<file path="config.mk">
export PLATFORM = sky130hd
export DESIGN_NAME = oecfg_target
export DESIGN_NICKNAME = d
export VERILOG_FILES = /design/src/rtl/oecfg_pkg.sv /design/src/rtl/oecfg_sync.sv /design/src/rtl/oecfg_events.sv /design/src/rtl/oecfg_fsm.sv /design/src/rtl/oecfg_regs.sv /design/src/rtl/oecfg_target.sv
export SDC_FILE = /design/constraint.sdc
export NUM_CORES = 1
export LEC_CHECK = 0
export ABC_CLOCK_PERIOD_IN_PS = 2009
export BUFFER_PORTS_ARGS = -buffer_cell sky130_fd_sc_hd__buf_2
export CAP_MARGIN = 20
export CORE_ASPECT_RATIO = 1.2
export CORE_UTILIZATION = 64
export DETAILED_ROUTE_END_ITERATION = 7
export PLACE_DENSITY = 0.94
export SYNTH_ARGS = -nofsm -noshare
export SYNTH_HDL_FRONTEND = slang
export SYNTH_SLANG_ARGS = --single-unit
export TNS_END_PERCENT = 1
</file>
<file path="constraint.sdc">
create_clock -name clk -period 2.01 [get_ports clk]
set_input_delay 0.1005 -clock clk [delete_from_list [all_inputs] [get_ports clk]]
set_output_delay 0.1005 -clock clk [all_outputs]
set_load 0.005 [all_outputs]
</file>
<file path="src/rtl/oecfg_pkg.sv">
package oecfg_pkg;
  localparam int BYTE_W   = 8;
  localparam int PREFIX_W = 5;
  localparam int STRAP_W  = 2;
  localparam int ADDR_W   = PREFIX_W + STRAP_W;
  localparam int CNT_W    = $clog2(BYTE_W + 1);
  localparam logic [PREFIX_W-1:0] ADDR_PREFIX = 5'b11010;

  typedef enum logic [2:0] {
    ST_IDLE,
    ST_ADDR,
    ST_ADDR_ACK,
    ST_WR_BYTE,
    ST_WR_ACK,
    ST_RD_BYTE,
    ST_RD_ACK,
    ST_SKIP
  } tgt_state_e;
endpackage

</file>
<file path="src/rtl/oecfg_sync.sv">
module oecfg_sync #(
  parameter int LINES  = 2,
  parameter int STAGES = 2
) (
  input  logic             clk,
  input  logic             rst_n,
  input  logic [LINES-1:0] din,
  output logic [LINES-1:0] dout
);
  for (genvar g = 0; g < LINES; g++) begin : g_line
    logic [STAGES-1:0] pipe_q;
    logic [STAGES-1:0] pipe_d;

    always_comb begin
      pipe_d = {pipe_q[STAGES-2:0], din[g]};
    end

    always_ff @(posedge clk or negedge rst_n) begin
      if (!rst_n) pipe_q <= '1;
      else        pipe_q <= pipe_d;
    end

    assign dout[g] = pipe_q[STAGES-1];
  end
endmodule

</file>
<file path="src/rtl/oecfg_events.sv">
module oecfg_events (
  input  logic clk,
  input  logic rst_n,
  input  logic scl_s,
  input  logic sda_s,
  output logic scl_rise,
  output logic scl_fall,
  output logic start_evt,
  output logic stop_evt
);
  logic scl_prev_q, sda_prev_q;

  always_ff @(posedge clk or negedge rst_n) begin
    if (!rst_n) begin
      scl_prev_q <= 1'b1;
      sda_prev_q <= 1'b1;
    end else begin
      scl_prev_q <= scl_s;
      sda_prev_q <= sda_s;
    end
  end

  always_comb begin
    scl_rise  = scl_s & ~scl_prev_q;
    scl_fall  = ~scl_s & scl_prev_q;
    start_evt = scl_s & scl_prev_q & sda_prev_q & ~sda_s;
    stop_evt  = scl_s & scl_prev_q & ~sda_prev_q & sda_s;
  end
endmodule

</file>
<file path="src/rtl/oecfg_fsm.sv">
module oecfg_fsm
  import oecfg_pkg::*;
(
  input  logic               clk,
  input  logic               rst_n,
  input  logic               scl_s,
  input  logic               sda_s,
  input  logic               scl_rise,
  input  logic               scl_fall,
  input  logic               start_evt,
  input  logic               stop_evt,
  input  logic [STRAP_W-1:0] strap,
  input  logic [BYTE_W-1:0]  live_val,
  output logic               sda_drv,
  output logic               shadow_we,
  output logic [BYTE_W-1:0]  shadow_d,
  output logic               arm
);
  tgt_state_e        state_q, state_n;
  logic [CNT_W-1:0]  cnt_q, cnt_n;
  logic [BYTE_W-1:0] sh_q, sh_n;
  logic              rw_q, rw_n;
  logic              drv_q, drv_n;
  logic              byte_done;
  logic [ADDR_W-1:0] my_addr;

  assign my_addr   = {ADDR_PREFIX, strap};
  assign byte_done = (cnt_q == CNT_W'(BYTE_W));

  always_comb begin
    state_n   = state_q;
    cnt_n     = cnt_q;
    sh_n      = sh_q;
    rw_n      = rw_q;
    drv_n     = drv_q;
    shadow_we = 1'b0;
    arm       = 1'b0;
    if (start_evt) begin
      state_n = ST_ADDR;
      cnt_n   = '0;
      drv_n   = 1'b0;
    end else if (stop_evt) begin
      state_n = ST_IDLE;
      drv_n   = 1'b0;
    end else begin
      unique case (state_q)
        ST_ADDR: begin
          if (scl_rise) begin
            sh_n  = {sh_q[BYTE_W-2:0], sda_s};
            cnt_n = cnt_q + CNT_W'(1);
          end else if (scl_fall && byte_done) begin
            if (sh_q[BYTE_W-1:1] == my_addr) begin
              state_n = ST_ADDR_ACK;
              drv_n   = 1'b1;
              rw_n    = sh_q[0];
            end else begin
              state_n = ST_SKIP;
            end
          end
        end
        ST_ADDR_ACK: begin
          if (scl_fall) begin
            cnt_n = '0;
            if (rw_q) begin
              state_n = ST_RD_BYTE;
              sh_n    = live_val;
              drv_n   = ~live_val[BYTE_W-1];
            end else begin
              state_n = ST_WR_BYTE;
              drv_n   = 1'b0;
            end
          end
        end
        ST_WR_BYTE: begin
          if (scl_rise) begin
            sh_n  = {sh_q[BYTE_W-2:0], sda_s};
            cnt_n = cnt_q + CNT_W'(1);
          end else if (scl_fall && byte_done) begin
            state_n   = ST_WR_ACK;
            drv_n     = 1'b1;
            shadow_we = 1'b1;
          end
        end
        ST_WR_ACK: begin
          if (scl_fall) begin
            state_n = ST_SKIP;
            drv_n   = 1'b0;
            arm     = 1'b1;
          end
        end
        ST_RD_BYTE: begin
          if (scl_rise) begin
            cnt_n = cnt_q + CNT_W'(1);
          end else if (scl_fall) begin
            if (byte_done) begin
              state_n = ST_RD_ACK;
              drv_n   = 1'b0;
            end else begin
              sh_n  = {sh_q[BYTE_W-2:0], 1'b0};
              drv_n = ~sh_q[BYTE_W-2];
            end
          end
        end
        ST_RD_ACK: begin
          if (scl_fall) state_n = ST_SKIP;
        end
        default: ;
      endcase
    end
  end

  always_ff @(posedge clk or negedge rst_n) begin
    if (!rst_n) begin
      state_q <= ST_IDLE;
      cnt_q   <= '0;
      sh_q    <= '0;
      rw_q    <= 1'b0;
      drv_q   <= 1'b0;
    end else begin
      state_q <= state_n;
      cnt_q   <= cnt_n;
      sh_q    <= sh_n;
      rw_q    <= rw_n;
      drv_q   <= drv_n;
    end
  end

  assign sda_drv  = drv_q;
  assign shadow_d = sh_q;

  AST_SDA_MOVES_SCL_LOW: assert property (@(posedge clk) disable iff (!rst_n)
    !$stable(drv_q) |-> !$past(scl_s));
  AST_ACK_PULLS_LOW: assert property (@(posedge clk) disable iff (!rst_n)
    (state_q == ST_ADDR_ACK) |-> drv_q);
  AST_SKIP_RELEASED: assert property (@(posedge clk) disable iff (!rst_n)
    (state_q == ST_SKIP) |-> !drv_q);
  AST_RD_ACK_RELEASED: assert property (@(posedge clk) disable iff (!rst_n)
    (state_q == ST_RD_ACK) |-> !drv_q);
  AST_START_REARMS: assert property (@(posedge clk) disable iff (!rst_n)
    start_evt |=> (state_q == ST_ADDR));
endmodule

</file>
<file path="src/rtl/oecfg_regs.sv">
module oecfg_regs
  import oecfg_pkg::*;
(
  input  logic              clk,
  input  logic              rst_n,
  input  logic              shadow_we,
  input  logic [BYTE_W-1:0] shadow_d,
  input  logic              arm,
  input  logic              drop,
  input  logic              commit,
  output logic [BYTE_W-1:0] live
);
  logic [BYTE_W-1:0] shadow_q, shadow_n;
  logic [BYTE_W-1:0] live_q, live_n;
  logic              pend_q, pend_n;

  always_comb begin
    shadow_n = shadow_we ? shadow_d : shadow_q;
    live_n   = (commit && pend_q) ? shadow_q : live_q;
    if (drop || commit) pend_n = 1'b0;
    else if (arm)       pend_n = 1'b1;
    else                pend_n = pend_q;
  end

  always_ff @(posedge clk or negedge rst_n) begin
    if (!rst_n) begin
      shadow_q <= '1;
      live_q   <= '1;
      pend_q   <= 1'b0;
    end else begin
      shadow_q <= shadow_n;
      live_q   <= live_n;
      pend_q   <= pend_n;
    end
  end

  assign live = live_q;

  AST_LIVE_ON_STOP: assert property (@(posedge clk) disable iff (!rst_n)
    !$stable(live_q) |-> $past(commit));
  AST_NO_PEND_AFTER_START: assert property (@(posedge clk) disable iff (!rst_n)
    drop |=> !pend_q);
endmodule

</file>
<file path="src/rtl/oecfg_target.sv">
module oecfg_target
  import oecfg_pkg::*;
(
  input  logic               clk,
  input  logic               rst_n,
  input  logic               scl_i,
  input  logic               sda_i,
  input  logic [STRAP_W-1:0] strap_i,
  output logic               sda_oe_o,
  output logic [BYTE_W-1:0]  chan_off_o
);
  logic [1:0]        rst_sync_q;
  logic              rst_int_n;
  logic [1:0]        lines_s;
  logic              scl_s, sda_s;
  logic              scl_rise, scl_fall, start_evt, stop_evt;
  logic              shadow_we, arm;
  logic [BYTE_W-1:0] shadow_d, live;

  always_ff @(posedge clk or negedge rst_n) begin
    if (!rst_n) rst_sync_q <= 2'b00;
    else        rst_sync_q <= {rst_sync_q[0], 1'b1};
  end
  assign rst_int_n = rst_sync_q[1];

  oecfg_sync #(.LINES(2), .STAGES(2)) u_sync (
    .clk(clk), .rst_n(rst_int_n), .din({scl_i, sda_i}), .dout(lines_s)
  );
  assign scl_s = lines_s[1];
  assign sda_s = lines_s[0];

  oecfg_events u_events (
    .clk(clk), .rst_n(rst_int_n), .scl_s(scl_s), .sda_s(sda_s),
    .scl_rise(scl_rise), .scl_fall(scl_fall),
    .start_evt(start_evt), .stop_evt(stop_evt)
  );

  oecfg_fsm u_fsm (
    .clk(clk), .rst_n(rst_int_n), .scl_s(scl_s), .sda_s(sda_s),
    .scl_rise(scl_rise), .scl_fall(scl_fall),
    .start_evt(start_evt), .stop_evt(stop_evt),
    .strap(strap_i), .live_val(live), .sda_drv(sda_oe_o),
    .shadow_we(shadow_we), .shadow_d(shadow_d), .arm(arm)
  );

  oecfg_regs u_regs (
    .clk(clk), .rst_n(rst_int_n), .shadow_we(shadow_we), .shadow_d(shadow_d),
    .arm(arm), .drop(start_evt), .commit(stop_evt), .live(live)
  );

  assign chan_off_o = live;
endmodule

</file>
### Word level (Yosys, flattened, before mapping)

Cells that the tools add are included.

| storage, ports and cells | value |
|---|---|
| flip-flop bits (word level) | 42 |
| input port bits | 6 |
| output and inout port bits | 9 |
| logic and storage cells | 125 |

| operators by class | value |
|---|---|
| add/subtract/negate cells | 1 |
| equal/unequal tests | 28 |
| multiplexer cells | 51 |
| bitwise operators | 16 |
| reduce and logical (&&, ||, !) cells | 16 |

Operators with widths:

| kind | count |
|---|---|
| 8-bit two-way mux | 6 |
| 3-bit two-way mux | 13 |
| 4-bit by 3-bit inequality test with 1-bit output, second input constant | 7 |
| 1-bit two-way mux | 24 |
| 8-bit case mux with 3 select lines | 1 |
| 10-bit AND reduction | 2 |
| 4-bit two-way mux | 4 |
| 3-bit case mux with 5 select lines | 1 |
| 7-bit nonzero test | 2 |
| 4-bit inequality test, second input constant | 3 |
| 2-bit by 1-bit inequality test with 1-bit output, second input constant | 5 |
| 3-bit equality test, second input constant | 3 |
| 1-bit inverter | 9 |
| 9-bit AND reduction | 1 |
| 4-bit case mux with 2 select lines | 1 |
| 1-bit AND | 7 |
| 7-bit equality test | 1 |
| 3-bit by 2-bit equality test with 1-bit output, second input constant | 2 |
| 6-bit AND reduction | 1 |
| 3-bit nonzero test | 2 |
| 1-bit case mux with 5 select lines | 1 |
| 4-bit by 1-bit adder with 4-bit output, second input constant | 1 |
| 4-bit equality test, second input constant | 1 |
| 2-bit inequality test, second input constant | 2 |
| 10 further kinds | 12 |

### Logic depth before layout (Yosys ltp)

| depth | value |
|---|---|
| word-level depth | 8 |
| depth in mapped cells | 8 |
| depth with buffers taken out | 7 |

### By module

A second synthesis with hierarchy kept.

| second synthesis, totals | value |
|---|---|
| cell total of the unflattened synthesis | 186 |
| area, all modules | 2,067.0 µm² |

Modules (own cells, without submodules):

| module | times used | cells each | area each (µm²) | seq. area each (µm²) |
|---|---|---|---|---|
| oecfg_fsm | 1 | 134 | 1,162.4 | 425.4 |
| oecfg_regs | 1 | 37 | 645.6 | 445.4 |
| oecfg_sync | 1 | 6 | 120.1 | 105.1 |
| oecfg_events | 1 | 6 | 85.1 | 52.6 |
| oecfg_target | 1 | 3 | 53.8 | 50.0 |

### Worst setup path after synthesis

No wires, ideal clock.

| timing path | value |
|---|---|
| path type | reg2reg |
| start | register u_fsm.cnt_q[0] |
| end | register u_fsm.rw_q |
| library setup time | 0.128 ns |
| data arrival time | 1.769 ns |
| data required time | 1.882 ns |
| path slack | 0.113 ns |
| cell stages (with the launch flop) | 7 |
| buffers on the path | 0 |
| period minus slack after synthesis | 1.897 ns |
| cells stage by stage | dfrtp_1 -> inv_1 -> ha_1 -> nand3b_4 -> or3_1 -> nor4_2 -> mux2_1 |

| between the ends | value |
|---|---|
| longest elaborated chain between the ends | 3 |

RTL lines:

| what | line | RTL |
|---|---|---|
| start: declaration | oecfg_fsm.sv:20 | `logic [CNT_W-1:0] cnt_q, cnt_n;` |
| start signal: assignment | oecfg_fsm.sv:121 | `cnt_q <= cnt_n;` |
| 4-bit equality test | oecfg_fsm.sv:28 | `assign byte_done = (cnt_q == CNT_W'(BYTE_W));` |
| 1-bit logical AND | oecfg_fsm.sv:51 | `end else if (scl_fall && byte_done) begin` |
| 6-bit AND reduction (no source line) | -- |  |
| end signal: assignment | oecfg_fsm.sv:123 | `rw_q <= rw_n;` |
| end: declaration | oecfg_fsm.sv:22 | `logic rw_q, rw_n;` |

No other way between the ends.
A chain may end at the register's enable or synchronous reset.

### Worst setup path after layout

| timing path | value |
|---|---|
| start | register u_sync.g_line[0].pipe_q[1] |
| end | register u_fsm.state_q[0] |

| between the ends | value |
|---|---|
| longest elaborated chain between the ends | 4 |
| elaborated cells between the ends (all ways) | 16 |
| those cells by class | eq/ne (9); mux (2); bitwise (3); reduce/logical (2) |

RTL lines:

| what | line | RTL |
|---|---|---|
| start: declaration | oecfg_sync.sv:11 | `logic [STAGES-1:0] pipe_q;` |
| start signal: assignment | oecfg_sync.sv:20 | `else pipe_q <= pipe_d;` |
| 1-bit inverter | oecfg_events.sv:26 | `start_evt = scl_s & scl_prev_q & sda_prev_q & ~sda_s;` |
| 1-bit AND | oecfg_events.sv:26 |  |
| 4-bit by 3-bit inequality test with 1-bit output (no source line) (tied with other cells) | -- |  |
| 10-bit AND reduction (no source line) | -- |  |
| end signal: assignment | oecfg_fsm.sv:120 | `state_q <= state_n;` |
| end: declaration | oecfg_fsm.sv:19 | `tgt_state_e state_q, state_n;` |

Several ways; a longest one is shown, not always the timed one.

==> impl_metrics.csv <==
group,metric,value,unit
yosys,yosysMostFrequentCell,"dfstp_2",
timing,finClkSkew,0.0166,ns
yosys,yosys.cell_types.count,56,
power_and_ir_drop,ir_drop,0.877,mV
critical_path,arrival,2.20,ns
yosys,synthTopCellsByCount,"dfstp_2 (22), dfrtp_1 (20), nor2_1 (20), a21oi_1 (11), mux2_1 (11)",
global_routing,grt_max_degree,40,
drt,via_per_inst,6.28,
global_routing,overflow,0,
power_and_ir_drop,p_per_area,1150,nW/um2
yosys,synth_area,2150,um2
floorplanning,start_util,68.7,%
timing,fin_crit_sh,97.7,%
drt,vias,1558,
global_routing,grt_use_total,30.7,%
drt,drc,0,
critical_path,crit_path_end_kind,"register",
clock_tree,cts_root_buf,"clkbuf_4",
yosys,synthTopCellsByArea,"dfstp_2 (27%), dfrtp_1 (23%), mux2_1 (5.7%)",
placement,dp_cells,233,
drt,wl_met1,2030,um
clock_tree,cts_max_level,2,
clock_tree,max-clock-path-buffers,2,
floorplanning,dieArea,3600,um2
placement,place.gp.congestion,0.897,
critical_path,cpPeakStageDelay,0.64,ns
floorplanning,fp.dieH,65.6,um
critical_path,cp-start-kind,"register",
drt,route.met2.wl,2480,um
floorplanning,rows,22,
critical_path,critical_path.max_fanout,7,
drt,drt_iter0_drc,70,
critical_path,crit_type,"register to register",
placement,place_hpwl,3030,um
job,maxCapViolations,0,
min_path,hp-class,"input port to asynchronous set/reset pin",
critical_path,crit_slowest_cell,"dfstp_2",
cells_and_area,area_delta_synth_final,14.3,%
clock_tree,clkLatencyLatePin,0.36,ns
critical_path,cpLargestDelayFamily,"flip-flops",
yosys,synth_top_area_share,26.8,%
placement,port_buffers,14,
clock_tree,cts.clk_slew.worst_paths,0.12,ns
timing,timing.final.max_slew_violations,0,
critical_path,worst-path-buf-inv,0,
cells_and_area,drive_above_1_share,39.6,%
timing,period_needed,1.96,ns
timing,fmax,509,MHz
drt,drtAntennaViolNets,0,
cells_and_area,fin_nets,219,
drt,dr.pass1.iters,4,
yosys,synth_seq_area_share,50.1,%
clock_tree,cts_tree,"yes",
power_and_ir_drop,leakagePower,1.14,nW
yosys,synth_warnings,0,
yosys,synth_cells,181,
global_routing,antenna_found_initial,0,
global_routing,grt_pass1_vias,1535,
critical_path,cp_cell_sequence,"xnor2_2 > a21boi_1 > a2bb2oi_1 > and2_1 > mux2_1",
critical_path,cp.required,2.25,ns
yosys,ys_seq_elements,42,
cells_and_area,utilization,78.5,%
yosys,synth_edf_count,0,
drt,wirelength,4870,um
drt,highest_layer,"met4",
clock_tree,cts.sinks,42,
power_and_ir_drop,total_power,2.82,mW
yosys,synth_area_leader_cell,"dfstp_2",
global_routing,grt_pass1_wl,7540,um
yosys,avgSynthCellArea,11.9,um2
floorplanning,ios,15,
drt,avgRoutedWirePerCell,19.6,um
timing,hold_viol_final,0,
cells_and_area,antenna_cells,0,
yosys,async_flop_share,100,%
floorplanning,core_area,3140,um2
yosys,syn-num-nets,189,
drt,wl_met3,160,um
clock_tree,numCtsBuffers,5,
timing,finalSetupViolations,0,
cells_and_area,instances_no_fill,248,
floorplanning,die_w,55.0,um
yosys,yosys_most_used_dff,"dfstp_2",
status,status,"complete, no violations",
[layer usage]
| layer | track usage (%) | up-vias |
|---|---|---|
| met5 | 0 | - |
| met4 | 15.0 | 0 |
| met3 | 7.18 | 20 |
| met2 | 47.7 | 51 |
| met1 | 39.5 | 783 |
| li1 | - | 704 |
[layout by cell type, fill, tap and decap left out, types with 3 or more instances in the layout]
cell type / count
mux2_2: 8
a21oi_1: 11
nor2_1: 20
nand2_1: 7
mux2i_1: 8
dfrtp_1: 20
clkbuf_4: 5
buf_4: 13
dfstp_2: 22
mux2_1: 10
buf_2: 14
dlygate4sd3_1: 3
inv_1: 5
nand2b_1: 5
[kinds of logic after synthesis]
family / synth area share [%]
other: 0.174
XOR/XNOR: 1.97
flip-flops: 50.1
adder cells (fa/ha/maj): 1.16
multiplexers: 13.6
AO/OA/AOI/OAI: 11.7
AND/OR/NAND/NOR: 17.1
buffers and inverters: 4.24
[flip-flops by register name, summed over array words and instances (netlist names)]
signal / flops
u_fsm.cnt_q: 4
u_fsm.rw_q: 1
rst_sync_q: 2
u_events.sda_prev_q: 1
u_fsm.sda_drv: 1
u_regs.pend_q: 1
u_fsm.state_q: 3
u_events.scl_prev_q: 1
u_regs.shadow_q: 8
u_fsm.shadow_d: 8
u_regs.live: 8
u_sync.g_line.pipe_q: 4
[layout make-up]
| cell class | count | area (um2) |
|---|---|---|
| Sequential cell | 42 | 1080 |
| Tap cell | 36 | 45.0 |
| Multi-Input combinational cell | 125 | 1020 |
| Inverter | 6 | 22.5 |
| Fill cell | 182 | 676 |
| Clock inverter | 3 | 40.0 |
| Timing Repair Buffer | 31 | 218 |
| Clock buffer | 5 | 37.5 |
[power breakdown]
part	total (mW)	switching, mW	internal (mW)
combinational	1.08	0.564	0.514
clock	0.533	0.275	0.258
sequential	1.21	0.195	1.02
total	2.82	1.03	1.79
[metrics by stage]
step           TNS [ns]  cell area, um2  hold slack (ns)  worst slack [ns]
5_1_grt         -0.0126            2460           0.0684           -0.0126
3_5_place_dp    -0.0390            2280           -0.113           -0.0390
4_1_cts               0            2410           0.0526           0.00412
6_report              0            2460           0.0564            0.0459
2_1_floorplan         0            2150           -0.195             0.113
3_3_place_gp          0            2280           -0.116            0.0953
[final timing paths]
| kind | slack, ns | from | depth (start not counted) | endpoint |
|---|---|---|---|---|
| max | 0.05 | u_sync.g_line[0].pipe_q[1] | 5 | u_fsm.state_q[0] |
| min | 0.06 | rst_n | 2 | rst_sync_q[0] |
| max in group asynchronous | 1.32 | rst_sync_q[1] | 1 | u_regs.live[1] |
| min reg2reg | 0.20 | rst_sync_q[1] | 0 | u_sync.g_line[0].pipe_q[0] |
| max reg2reg | 0.05 | u_sync.g_line[0].pipe_q[1] | 5 | u_fsm.state_q[0] |
| min in group clk | 0.36 | u_sync.g_line[0].pipe_q[0] | 0 | u_sync.g_line[0].pipe_q[1] |
[repair_timing]
action,CTS,global route
hold buffers,3,0
pin swaps,1,5
setup endpoints to repair,2,11
gates resized for setup,3,4
buffers inserted,1,3
hold endpoints to repair,4,0
No activity file was read; power rests on OpenSTA's default activity.
